--- config.mk ---
export PLATFORM = sky130hd
export DESIGN_NAME = i2c_rom_target
export DESIGN_NICKNAME = d
export VERILOG_FILES = /design/src/rtl/i2c_rom_pkg.sv /design/src/rtl/i2c_line_sync.sv /design/src/rtl/i2c_rom_array.sv /design/src/rtl/i2c_rom_target.sv
export SDC_FILE = /design/constraint.sdc
export NUM_CORES = 1
export LEC_CHECK = 0
export CAP_MARGIN = 0
export CORE_AREA = 2 2 89 91
export CTS_CLUSTER_SIZE = 28
export DETAILED_ROUTE_END_ITERATION = 6
export DIE_AREA = 0 0 91 93
export DONT_BUFFER_PORTS = 1
export PLACE_DENSITY = 0.6
export SYNTH_ARGS = -nofsm -noshare
export SYNTH_HDL_FRONTEND = slang
export SYNTH_HIERARCHICAL = 1
export SYNTH_SLANG_ARGS = --single-unit
export TNS_END_PERCENT = 30
--- constraint.sdc ---
create_clock -name clk -period 2.15 [get_ports clk]
set_clock_uncertainty 0.1 [all_clocks]
set_input_delay 0.3225 -clock clk [delete_from_list [all_inputs] [get_ports clk]]
set_output_delay 0.3225 -clock clk [all_outputs]
set_load 0.02 [all_outputs]
--- src/rtl/i2c_rom_pkg.sv ---
package i2c_rom_pkg;

  typedef enum logic [2:0] {
    ST_IDLE,
    ST_RX_CTRL,
    ST_RX_ADDR,
    ST_ACK,
    ST_TX,
    ST_MACK
  } tgt_state_e;

  // What follows the acknowledge clock the target is driving
  typedef enum logic [1:0] {
    NXT_READ,
    NXT_ADDR,
    NXT_DONE
  } ack_next_e;

  // Array contents: (29*a + seed) mod 256
  function automatic logic [7:0] fill_byte(input int unsigned a, input logic [7:0] seed);
    return 8'(a * 32'd29 + {24'd0, seed});
  endfunction

endpackage

--- src/rtl/i2c_line_sync.sv ---
module i2c_line_sync #(
  parameter int STAGES = 2
) (
  input  logic clk,
  input  logic rst_n,
  input  logic scl_i,
  input  logic sda_i,
  output logic scl_s,
  output logic sda_s,
  output logic ev_start,
  output logic ev_stop,
  output logic ev_rise,
  output logic ev_fall
);

  logic [STAGES-1:0] scl_ff, sda_ff;
  logic              scl_q, sda_q;

  // Idle bus is high, so every stage resets to 1 to avoid false edges
  always_ff @(posedge clk or negedge rst_n) begin
    if (!rst_n) begin
      scl_ff <= '1;
      sda_ff <= '1;
      scl_q  <= 1'b1;
      sda_q  <= 1'b1;
    end else begin
      scl_ff <= {scl_ff[STAGES-2:0], scl_i};
      sda_ff <= {sda_ff[STAGES-2:0], sda_i};
      scl_q  <= scl_ff[STAGES-1];
      sda_q  <= sda_ff[STAGES-1];
    end
  end

  assign scl_s    = scl_ff[STAGES-1];
  assign sda_s    = sda_ff[STAGES-1];
  assign ev_start = scl_s & scl_q & sda_q & ~sda_s;
  assign ev_stop  = scl_s & scl_q & ~sda_q & sda_s;
  assign ev_rise  = scl_s & ~scl_q;
  assign ev_fall  = ~scl_s & scl_q;

endmodule

--- src/rtl/i2c_rom_array.sv ---
module i2c_rom_array
  import i2c_rom_pkg::*;
#(
  parameter int         ADDR_W    = 8,
  parameter logic [7:0] FILL_SEED = 8'h5A
) (
  input  logic [ADDR_W-1:0] addr,
  output logic [7:0]        data
);

  localparam int DEPTH = 1 << ADDR_W;

  logic [7:0] mem [DEPTH];

  for (genvar g = 0; g < DEPTH; g++) begin : g_fill
    assign mem[g] = fill_byte(g, FILL_SEED);
  end

  assign data = mem[addr];

endmodule

--- src/rtl/i2c_rom_target.sv ---
module i2c_rom_target
  import i2c_rom_pkg::*;
#(
  parameter logic [6:0] DEV_ADDR   = 7'h50,
  parameter int         ADDR_BYTES = 1,
  parameter int         ADDR_W     = 8,
  parameter logic [7:0] FILL_SEED  = 8'h5A
) (
  input  logic clk,
  input  logic rst_n,
  input  logic scl_i,
  input  logic sda_i,
  output logic sda_oe
);

  localparam int ADDR_BITS = 8 * ADDR_BYTES;
  localparam logic [1:0] LAST_ABYTE = 2'(ADDR_BYTES - 1);

  function automatic logic [ADDR_W-1:0] ptr_after(input logic [ADDR_W-1:0] p);
    return p + 1'b1;
  endfunction

  // Bus events
  logic scl_s, sda_s, ev_start, ev_stop, ev_rise, ev_fall;

  i2c_line_sync #(.STAGES(2)) u_sync (
    .clk     (clk),
    .rst_n   (rst_n),
    .scl_i   (scl_i),
    .sda_i   (sda_i),
    .scl_s   (scl_s),
    .sda_s   (sda_s),
    .ev_start(ev_start),
    .ev_stop (ev_stop),
    .ev_rise (ev_rise),
    .ev_fall (ev_fall)
  );

  // State
  tgt_state_e             state;
  ack_next_e              ack_nxt;
  logic [3:0]             bit_cnt;
  logic [7:0]             rx_sh, tx_sh;
  logic [ADDR_W-1:0]      ptr;
  logic [ADDR_BITS-1:0]   addr_acc, addr_next;
  logic [1:0]             abyte_cnt;
  logic [7:0]             rom_q;

  i2c_rom_array #(.ADDR_W(ADDR_W), .FILL_SEED(FILL_SEED)) u_rom (
    .addr(ptr),
    .data(rom_q)
  );

  // Named internal events
  logic rx_active, rx_shift, byte_rx_done, ctrl_hit, addr_last;
  logic ptr_load, byte_sent, in_idle, ctrl_fresh;

  assign rx_active    = (state == ST_RX_CTRL) || (state == ST_RX_ADDR);
  assign rx_shift     = rx_active && ev_rise && (bit_cnt != 4'd8);
  assign byte_rx_done = rx_active && ev_fall && (bit_cnt == 4'd8);
  assign ctrl_hit     = (rx_sh[7:1] == DEV_ADDR);
  assign addr_last    = (abyte_cnt == LAST_ABYTE);
  assign addr_next    = ADDR_BITS'({addr_acc, rx_sh});
  assign ptr_load     = byte_rx_done && (state == ST_RX_ADDR) && addr_last;
  assign byte_sent    = (state == ST_TX) && ev_fall && (bit_cnt == 4'd7);
  assign in_idle      = (state == ST_IDLE);
  assign ctrl_fresh   = (state == ST_RX_CTRL) && (bit_cnt == 4'd0);

  // Control sequencing
  always_ff @(posedge clk or negedge rst_n) begin
    if (!rst_n) begin
      state     <= ST_IDLE;
      ack_nxt   <= NXT_DONE;
      bit_cnt   <= '0;
      rx_sh     <= '0;
      tx_sh     <= '0;
      addr_acc  <= '0;
      abyte_cnt <= '0;
    end else if (ev_start) begin
      state     <= ST_RX_CTRL;
      bit_cnt   <= '0;
      abyte_cnt <= '0;
    end else if (ev_stop) begin
      state     <= ST_IDLE;
    end else begin
      if (rx_shift) begin
        rx_sh   <= {rx_sh[6:0], sda_s};
        bit_cnt <= bit_cnt + 4'd1;
      end
      unique case (state)
        ST_RX_CTRL: begin
          if (byte_rx_done) begin
            bit_cnt <= '0;
            if (ctrl_hit) begin
              state   <= ST_ACK;
              ack_nxt <= rx_sh[0] ? NXT_READ : NXT_ADDR;
            end else begin
              state   <= ST_IDLE;
            end
          end
        end
        ST_RX_ADDR: begin
          if (byte_rx_done) begin
            bit_cnt  <= '0;
            addr_acc <= addr_next;
            state    <= ST_ACK;
            if (addr_last) begin
              ack_nxt <= NXT_DONE;
            end else begin
              ack_nxt   <= NXT_ADDR;
              abyte_cnt <= abyte_cnt + 2'd1;
            end
          end
        end
        ST_ACK: begin
          if (ev_fall) begin
            bit_cnt <= '0;
            unique case (ack_nxt)
              NXT_READ: begin
                tx_sh <= rom_q;
                state <= ST_TX;
              end
              NXT_ADDR: state <= ST_RX_ADDR;
              default:  state <= ST_IDLE;
            endcase
          end
        end
        ST_TX: begin
          if (ev_fall) begin
            if (bit_cnt == 4'd7) begin
              state <= ST_MACK;
            end else begin
              tx_sh   <= {tx_sh[6:0], 1'b0};
              bit_cnt <= bit_cnt + 4'd1;
            end
          end
        end
        ST_MACK: begin
          if (ev_rise && sda_s) begin
            state <= ST_IDLE;
          end else if (ev_fall) begin
            tx_sh   <= rom_q;
            bit_cnt <= '0;
            state   <= ST_TX;
          end
        end
        default: state <= ST_IDLE;
      endcase
    end
  end

  // Address pointer: changes only at byte boundaries
  always_ff @(posedge clk or negedge rst_n) begin
    if (!rst_n) begin
      ptr <= '0;
    end else if (ptr_load) begin
      ptr <= ADDR_W'(addr_next);
    end else if (byte_sent) begin
      ptr <= ptr_after(ptr);
    end
  end

  assign sda_oe = (state == ST_ACK) || ((state == ST_TX) && !tx_sh[7]);

endmodule

After elaboration in Yosys (flattened, before gate mapping)
Memories as Yosys holds them, arrays and structs flattened.
Cells that the tools add are included.

storage, ports and cells
  bits in registers = 41
  input port bits = 4
  bits in read-only memories = 2048
  output and inout bits = 1
  word-level logic and storage cells = 126
  memories kept = 1

memories
  name              depth  width  rd ports  clocked after Yosys merged registers in  write ports  RTL line             source
  (name not given)  256    8      1         0                                        0            i2c_rom_array.sv:19  assign data = mem[addr];

cells by class
  multiplexer cells = 43
  bitwise logic cells = 14
  reduce and logical (&&, ||, !) cells = 26
  add/sub/neg operators = 3
  equal/unequal tests = 27
  magnitude comparators = 1

operators by type and width
  cell                                                  count
  two-way mux 8 bit                                     10
  two-way mux 4 bit                                     8
  two-way mux 3 bit                                     9
  case mux 8 bit (3 select lines)                       1
  two-way mux 2 bit                                     10
  inequality test 2 bit (second input constant)         10
  inequality test 4 bit (second input constant)         5
  case mux 4 bit (4 select lines)                       1
  case mux 3 bit (5 select lines)                       1
  AND reduction 6 bit                                   2
  logical AND 1 bit                                     10
  >= comparator 9 bit (second input constant)           1
  NOT 8 -> 9 bit                                        1
  AND reduction 9 bit                                   1
  adder 8 x 1 -> 8 bit (second input constant)          1
  nonzero test 2 bit                                    4
  bitwise AND 1 bit                                     7
  equality test 7 bit (second input constant)           1
  equality test 3 x 2 -> 1 bit (second input constant)  2
  equality test 3 bit (second input constant)           2
  NOT 1 bit                                             6
  case mux 3 bit (2 select lines)                       1
  inequality test 5 bit (second input constant)         1
  adder 4 x 1 -> 4 bit (second input constant)          1
  16 further kinds                                      18

Logic depth before layout (Yosys ltp)
Gate-level depths: netlist (run 1).

  depth in word-level cells = 10
  mapped depth = 9
  mapped depth without buffers = 9

Hierarchy
Netlist (run 1), hierarchy kept.

by module, submodules not included
  module          area each (um^2)  cells an instance  instances
  i2c_rom_target  2167.1            218                1
  i2c_rom_array   928.4             140                1
  i2c_line_sync   192.7             10                 1

Worst setup path after synthesis (run 1)
No wires, ideal clock.

  kind = reg-to-reg
  start = register ptr[0]
  end = register tx_sh[6]
  slack = -0.208 ns
  cell stages (with the launch flop) = 9
  arrival time = 2.136 ns
  data required time = 1.928 ns
  clock period less this slack = 2.358 ns
  cell sequence = dfrtp_1 > inv_1 > ha_1 > a211oi_1 > a21oi_1 > a211o_1 > a31o_1 > mux2i_1 > a21oi_2

on the way
  longest elaborated chain between the ends = 7
  elaborated cells on any way between the ends = 9

RTL lines
  element                                                    RTL line                                      source
  start: declaration                                         i2c_rom_target.sv:44                          logic [ADDR_W-1:0] ptr;
  start signal: assignment                                   i2c_rom_target.sv:157                         ptr <= ADDR_W'(addr_next);
  start signal: assignment                                   i2c_rom_target.sv:159                         ptr <= ptr_after(ptr);
  NOT 8 -> 9 bit (implied by the code) (*)                   i2c_rom_array.sv:19
  memory (256 x 8 bit) (*)                                   -
  two-way mux 8 bit (implied by the code) (*) (2 in series)  i2c_rom_array.sv:19
  via rom_q[6]                                               i2c_rom_target.sv:47                          logic [7:0] rom_q;
  two-way mux 8 bit (on tied branches)                       i2c_rom_target.sv:141, i2c_rom_target.sv:118
  two-way mux 8 bit (on tied branches)                       i2c_rom_target.sv:139, i2c_rom_target.sv:116
  case mux 8 bit (3 select lines) (*)                        i2c_rom_target.sv:90                          unique case (state)
  end signal: assignment                                     i2c_rom_target.sv:120                         tx_sh <= rom_q;
  end signal: assignment                                     i2c_rom_target.sv:133                         tx_sh <= {tx_sh[6:0], 1'b0};
  end signal: assignment                                     i2c_rom_target.sv:142                         tx_sh <= rom_q;
  end: declaration                                           i2c_rom_target.sv:43                          logic [7:0] rx_sh, tx_sh;

Mark *: on every way through the listed nets, which the timed path passes. The rest lies on a longest branch. The select of a mux whose other input is x is not followed.
A chain may end at the register's enable or synchronous reset.

Final worst setup path (run 1)
  start = register ptr[1]
  end = register tx_sh[7]

Same word-level chain as after synthesis.

==> results of run 1 <==
## final cells by class
class	count	area share, %
tap	102	3.14
sequential	41	25.6
multi-input combinational	285	54.2
inverter	19	1.88
clock buffer	7	2.37
timing repair buffer	60	12.7
clock inverter	1	0.123
## cells in the mapped netlist, types with 4 or more instances
library cell	instances
nand3b_1	5
ha_1	15
nand3_1	18
buf_6	6
dfstp_2	7
o21ai_0	29
o211ai_1	4
mux2_4	8
nand2b_1	5
buf_4	5
inv_1	19
nor2_1	23
a21oi_1	20
nand2_1	32
o21ai_1	6
and3_1	4
mux2i_1	9
nor2b_1	15
nand4_1	4
a211oi_1	4
xor2_1	4
buf_2	9
dfrtp_1	34
## worst max-delay path: cells and delay by family, from the launching register on
kind	cells	cell delay, ns
DFF	1	0.43
muxes	2	0.62
AOI/OAI and AO/OA	2	0.26
adders and majority gates	1	0.19
and+or+nand+nor	2	0.27
buffers and inverters	1	0.16
## power by group
part / leakage (nW) / switching, W / total, W / internal (W)
combinational: 1.07 / 0.0000627 / 0.000119 / 0.0000565
sequential: 0.537 / 0.0000250 / 0.000824 / 0.000799
clock: 0.0542 / 0.000261 / 0.000551 / 0.000290
## per-layer routing
layer	vias up	wire length (µm)	global-route usage (%)
met2	48	4100	32.7
li1	1448	-	-
met4	0	133	5.43
met3	11	177	2.26
met1	1405	3730	25.4
met5	-	0	0
## final timing paths
kind	start	to	slack, ns	depth (start not counted)
max	ptr[1]	tx_sh[7]	0.01	8
min	u_sync/scl_ff[0]	u_sync/scl_ff[1]	0.26	0
max reg2reg	ptr[1]	tx_sh[7]	0.01	8
min reg2reg	u_sync/scl_ff[0]	u_sync/scl_ff[1]	0.26	0
max in group asynchronous	rst_n	u_sync/scl_ff[0]	1.30	2
min in group asynchronous	rst_n	ptr[5]	0.38	2
## flip-flops by register name (all words and copies together), names as in the netlist
signal         count
ack_nxt            2
u_sync/sda_ff      2
bit_cnt            4
u_sync/sda_q       1
ptr                8
abyte_cnt          2
u_sync/scl_ff      2
state              3
tx_sh              8
addr_next          8
u_sync/scl_q       1
## cells by family (layout without fill, tap and decap cells)
kind of cell	Yosys count	in the layout	share of synthesized area, %
AND/OR/NAND/NOR	134	134	23.1
adder cells (fa/ha/maj)	15	15	5.71
multiplexers	20	20	7.76
buffers and inverters	42	87	7.08
AO/OA/AOI/OAI	110	110	23.3
flip-flops	41	41	31.5
XOR/XNOR	6	6	1.60
## stage by stage
step	hold slack [ns]	utilization (%)	setup slack [ns]
2_1_floorplan	-0.0731	-	0.00770
3_3_place_gp	-0.0708	48.5	-0.0400
3_5_place_dp	-0.0707	48.5	-0.0686
4_1_cts	0.261	50.8	-0.0217
5_1_grt	0.262	54.1	-0.0532
6_report	0.259	54.1	0.0129
## repair_timing
item / 4_1_cts / 5_1_grt
hold buffers: 4 / 0
gates cloned: 0 / 1
endpoints found under the hold margin: 43 / 0
resized for setup: 8 / 40
setup buffers: 0 / 7
pin swaps: 0 / 8
endpoints found under the setup margin: 12 / 18
## layout by cell type (no fill, tap or decap), drive strengths merged, types with 9 or more instances in the layout
cell type / instances
buf: 57
o21ai: 35
dfrtp: 34
nand2: 33
nor2: 23
a21oi: 23
nand3: 19
inv: 19
nor2b: 15
ha: 15
mux2: 10
mux2i: 9
==> results.json, run 1 <==
{
  "status": "completed",
  "design_power_total_w": 0.00149,
  "cts_tree": "yes",
  "yosysTopAreaCell": "dfrtp_1",
  "cp_slowest_stage_delay_ns": 0.48,
  "cap_violations": 0,
  "critPathMaxFanout": 4,
  "synth_nets": 387,
  "drt_first_pass_iters": 4,
  "antenna_left": 0,
  "hold_class": "reg -> reg",
  "finalCritPeriodShare_pct": 99.4,
  "yosys-top-cells-area": "dfrtp_1, ha_1, dfstp_2",
  "synthDominantCellAreaShare_pct": 25.9,
  "die_x_um": 91,
  "ir_drop_uv": 305,
  "tns_ns": 0,
  "antennaDiodeCount": 0,
  "path_cells": "buf_4 > ha_2 > nor2b_1 > mux4_2 > o2111ai_2 > nand3_1 > mux2i_1 > a21oi_1",
  "nNetsFinal": 431,
  "instances_no_fill": 515,
  "grt_max_degree": 42,
  "grt_overflow": 0,
  "seq_area_frac_synth_pct": 31.5,
  "grt_pass1_vias": 2742,
  "final_cell_area_um2": 4070,
  "drive_gt1_share_pct": 32.2,
  "synthArstFlopShare_pct": 100,
  "critPathCaptureType": "flop",
  "synth_warnings": 6,
  "max_freq_mhz": 468,
  "grt_pass1_wl_um": 13200,
  "slew_headroom_pct": 66.0,
  "area_delta_synth_final_pct": 23.8,
  "synth_edf_count": 0,
  "die_y_um": 93,
  "h-tree-depth": 2,
  "antenna_found_initial": 0,
  "routabilityCongestion": 0.913,
  "cts_buffer_depth": 2,
  "ys_ff_latch": 41,
  "rows": 32,
  "io_buffers": 0,
  "drt_iter0_drc": 138,
  "cts.clk_slew.worst_paths_ns": 0.08,
  "placed_area_um2": 3650,
  "fill_cells": 727,
  "syn_area_um2": 3290,
  "p_leak_nw": 1.66,
  "die_area_um2": 8460,
  "finalCriticalPeriod_ns": 2.14,
  "io_pins": 5,
  "slowest_stage": "mux4_2",
  "track_usage_pct": 19.0,
  "wl_um": 8140,
  "num_vias": 2912,
  "clock_sinks": 41,
  "multi_input_area_um2": 2210,
  "routed_via_density": 5.65,
  "hpwl_um": 5810,
  "netlist_instances": 368,
  "regArea_um2": 1040,
  "critPathLaunchType": "flop",
  "critPathKind": "reg -> reg",
  "slew_viol_final": 0,
  "cts_buffers": 5,
  "clkLatencyLatePin_ns": 0.29,
  "cts-root-buf": "clkbuf_8",
  "drc": 0,
  "setup-violations-final": 0,
  "core_um2": 7530,
  "tightest_slew_ns": 0.505,
  "required_ns": 2.23,
  "rsz0062_at_grt": "yes",
  "place_inst": 495,
  "ys.flop_type": "dfrtp_1",
  "syn_area_per_cell_um2": 8.94,
  "start_util_pct": 43.7,
  "hold_viol": 0,
  "avgRoutedWirePerCell_um": 15.8,
  "worstPathArrival_ns": 2.22,
  "p_per_area_nw_per_um2": 367,
  "ys_types": 77
}
(Power assumes the default switching activity.)
==> run 2, diff against run 1 <==
Settings changed: CTS_CLUSTER_DIAMETER set to 80.
Clock period 2.15 ns to 1.8 ns, I/O delays scaled along.
==> run 2 against run 1 <==
The flow now finishes with violations (negative setup slack). Via count is 12% higher. Final cell count grew 12%. Routed wire length increased by 20%. Final area grew 15%. Critical path depth increased by 1. Worst setup slack got worse by 0.33 ns. Register-to-register slack worse by 0.33 ns. Largest cell class unchanged.
==> results.json, run 2 (synthesis gave the netlist of run 1 again) <==
{
  "status": "finished, violations left",
  "startpoint": "ptr[1]",
  "critPathLaunchType": "flop",
  "layout_commonest_cell": "buf_4",
  "routed_via_density": 5.66,
  "clock_sinks": 41,
  "clkLatencyLatePin_ns": 0.30,
  "antenna_found_initial": 0,
  "critPathKind": "reg -> reg",
  "cap_violations": 0,
  "track_usage_pct": 22.9,
  "cp_common_cell": "a21oi_2",
  "cts_buffers": 5,
  "ir_drop_uv": 359,
  "cp_slowest_stage_delay_ns": 0.48,
  "setup-violations-final": 34,
  "h-tree-depth": 2,
  "area_delta_synth_final_pct": 42.7,
  "required_ns": 1.89,
  "p_per_area_nw_per_um2": 428,
  "hpwl_um": 6680,
  "cts.clk_slew.worst_paths_ns": 0.09,
  "worst_slack_ns": -0.316,
  "avgRoutedWirePerCell_um": 16.9,
  "cts-root-buf": "clkbuf_8",
  "grt_pass1_wl_um": 15700,
  "routabilityCongestion": 0.957,
  "rsz0062_at_grt": "yes",
  "final_cell_area_um2": 4690,
  "hold_start": "u_sync/scl_ff[0]",
  "drive_gt1_share_pct": 47.2,
  "drc": 0,
  "slew_headroom_pct": 71.9,
  "violations": "negative setup slack",
  "die_area_um2": 8460,
  "path_cells": "inv_6 > ha_4 > buf_6 > mux2_2 > a21oi_2 > a221oi_1 > a31o_1 > mux2i_1 > a21oi_2",
  "start_util_pct": 43.7,
  "p_leak_nw": 2.00,
  "antennaDiodeCount": 0,
  "grt_pass1_vias": 3280,
  "reg2reg_from": "ptr[1]",
  "placed_area_um2": 4170,
  "hold_viol": 0,
  "rows": 32,
  "critPathMaxFanout": 6,
  "slowest_stage": "dfrtp_2",
  "grt_overflow": 0,
  "worstPathArrival_ns": 2.20,
  "num_vias": 3264,
  "antenna_left": 0,
  "io_buffers": 0,
  "drt_first_pass_iters": 5,
  "mostFrequentLayoutCells": "buf_4, nand2_1, dfrtp_1, nor2_1",
  "hold_class": "reg -> reg",
  "cts_tree": "yes",
  "tightest_slew_ns": 0.412,
  "final_core_util_pct": 62.4,
  "holdWs_ns": 0.259,
  "cts_buffer_depth": 2,
  "drt_iter0_drc": 305,
  "finalCriticalPeriod_ns": 2.12,
  "dp_slack_ns": -0.319,
  "io_pins": 5,
  "wl_um": 9760,
  "max_freq_mhz": 473,
  "core_um2": 7530,
  "critPathCaptureType": "flop",
  "finalCritPeriodShare_pct": 118,
  "grt_max_degree": 42,
  "slew_viol_final": 0,
  "nNetsFinal": 493,
  "die_y_um": 93,
  "die_x_um": 91
}
## run 2: cell types whose count changed in the layout (fill, tap and decap cells not counted), sizes merged
cell and change:
inv -1, clkinvlp +1, bufinv +1, buf +62, clkbuf -1
## run 2: what timing repair did
| item | in CTS | in global routing |
|---|---|---|
| endpoints found under the hold margin | 43 | 0 |
| pin swaps | 16 | 16 |
| setup endpoints to repair | 36 | 36 |
| resized for setup | 53 | 33 |
| setup buffers | 3 | 9 |
| hold buffers | 4 | 0 |
## run 2: area by class of cell
cell class                 instances  area (µm²)
clock buffer                       6        72.6
clock inverter                     2        35.0
fill                             648        2830
inverter                          19        85.1
multi-input combinational        285        2340
sequential                        41        1040
tap                              102         128
timing repair buffer             122         993
## run 2: report_power, final
| part | switching [W] | internal, W |
|---|---|---|
| logic | 0.000133 | 0.000154 |
| clock network | 0.000326 | 0.000412 |
| registers | 0.0000275 | 0.000955 |
## run 2: routing by layer
metal	GRT usage (%)	routed length, µm	vias up
li1	-	-	1571
met1	28.1	4130	1595
met2	41.9	5210	83
met3	2.26	256	15
met4	7.83	157	0
met5	0	0	-
## run 2: worst max-delay path: cells and delay by family, from the launching register on
family / cells / cell delay [ns]
adders and majority gates: 1 / 0.24
buffers and inverters: 2 / 0.25
DFF: 1 / 0.48
muxes: 2 / 0.43
AOI/OAI and AO/OA: 4 / 0.50
## run 2: final timing paths
check | cells after the start | slack (ns) | end
hold / removal | 0 | 0.26 | u_sync/scl_ff[1]
setup reg to reg | 9 | -0.32 | tx_sh[6]
min in group asynchronous | 2 | 0.35 | ptr[7]
hold reg to reg | 0 | 0.26 | u_sync/scl_ff[1]
setup / recovery | 9 | -0.32 | tx_sh[6]
max in group asynchronous | 2 | 0.98 | u_sync/sda_ff[0]
## run 2: stage by stage
step / TNS [ns] / power, W / std cells
floorplan: -3.14 / 0.00108 / 368
global placement: -4.11 / 0.00115 / 554
detailed placement: -4.74 / 0.00116 / 554
CTS: -4.00 / 0.00195 / 569
global route: -7.29 / 0.00208 / 577
finish: -4.54 / 0.00201 / 577
==> run 3, diff against run 2 <==
Settings changed: HOLD_SLACK_MARGIN set to 0.08.
==> results of run 3 <==
Final layout, timing and power as in run 2 (identical DEF).
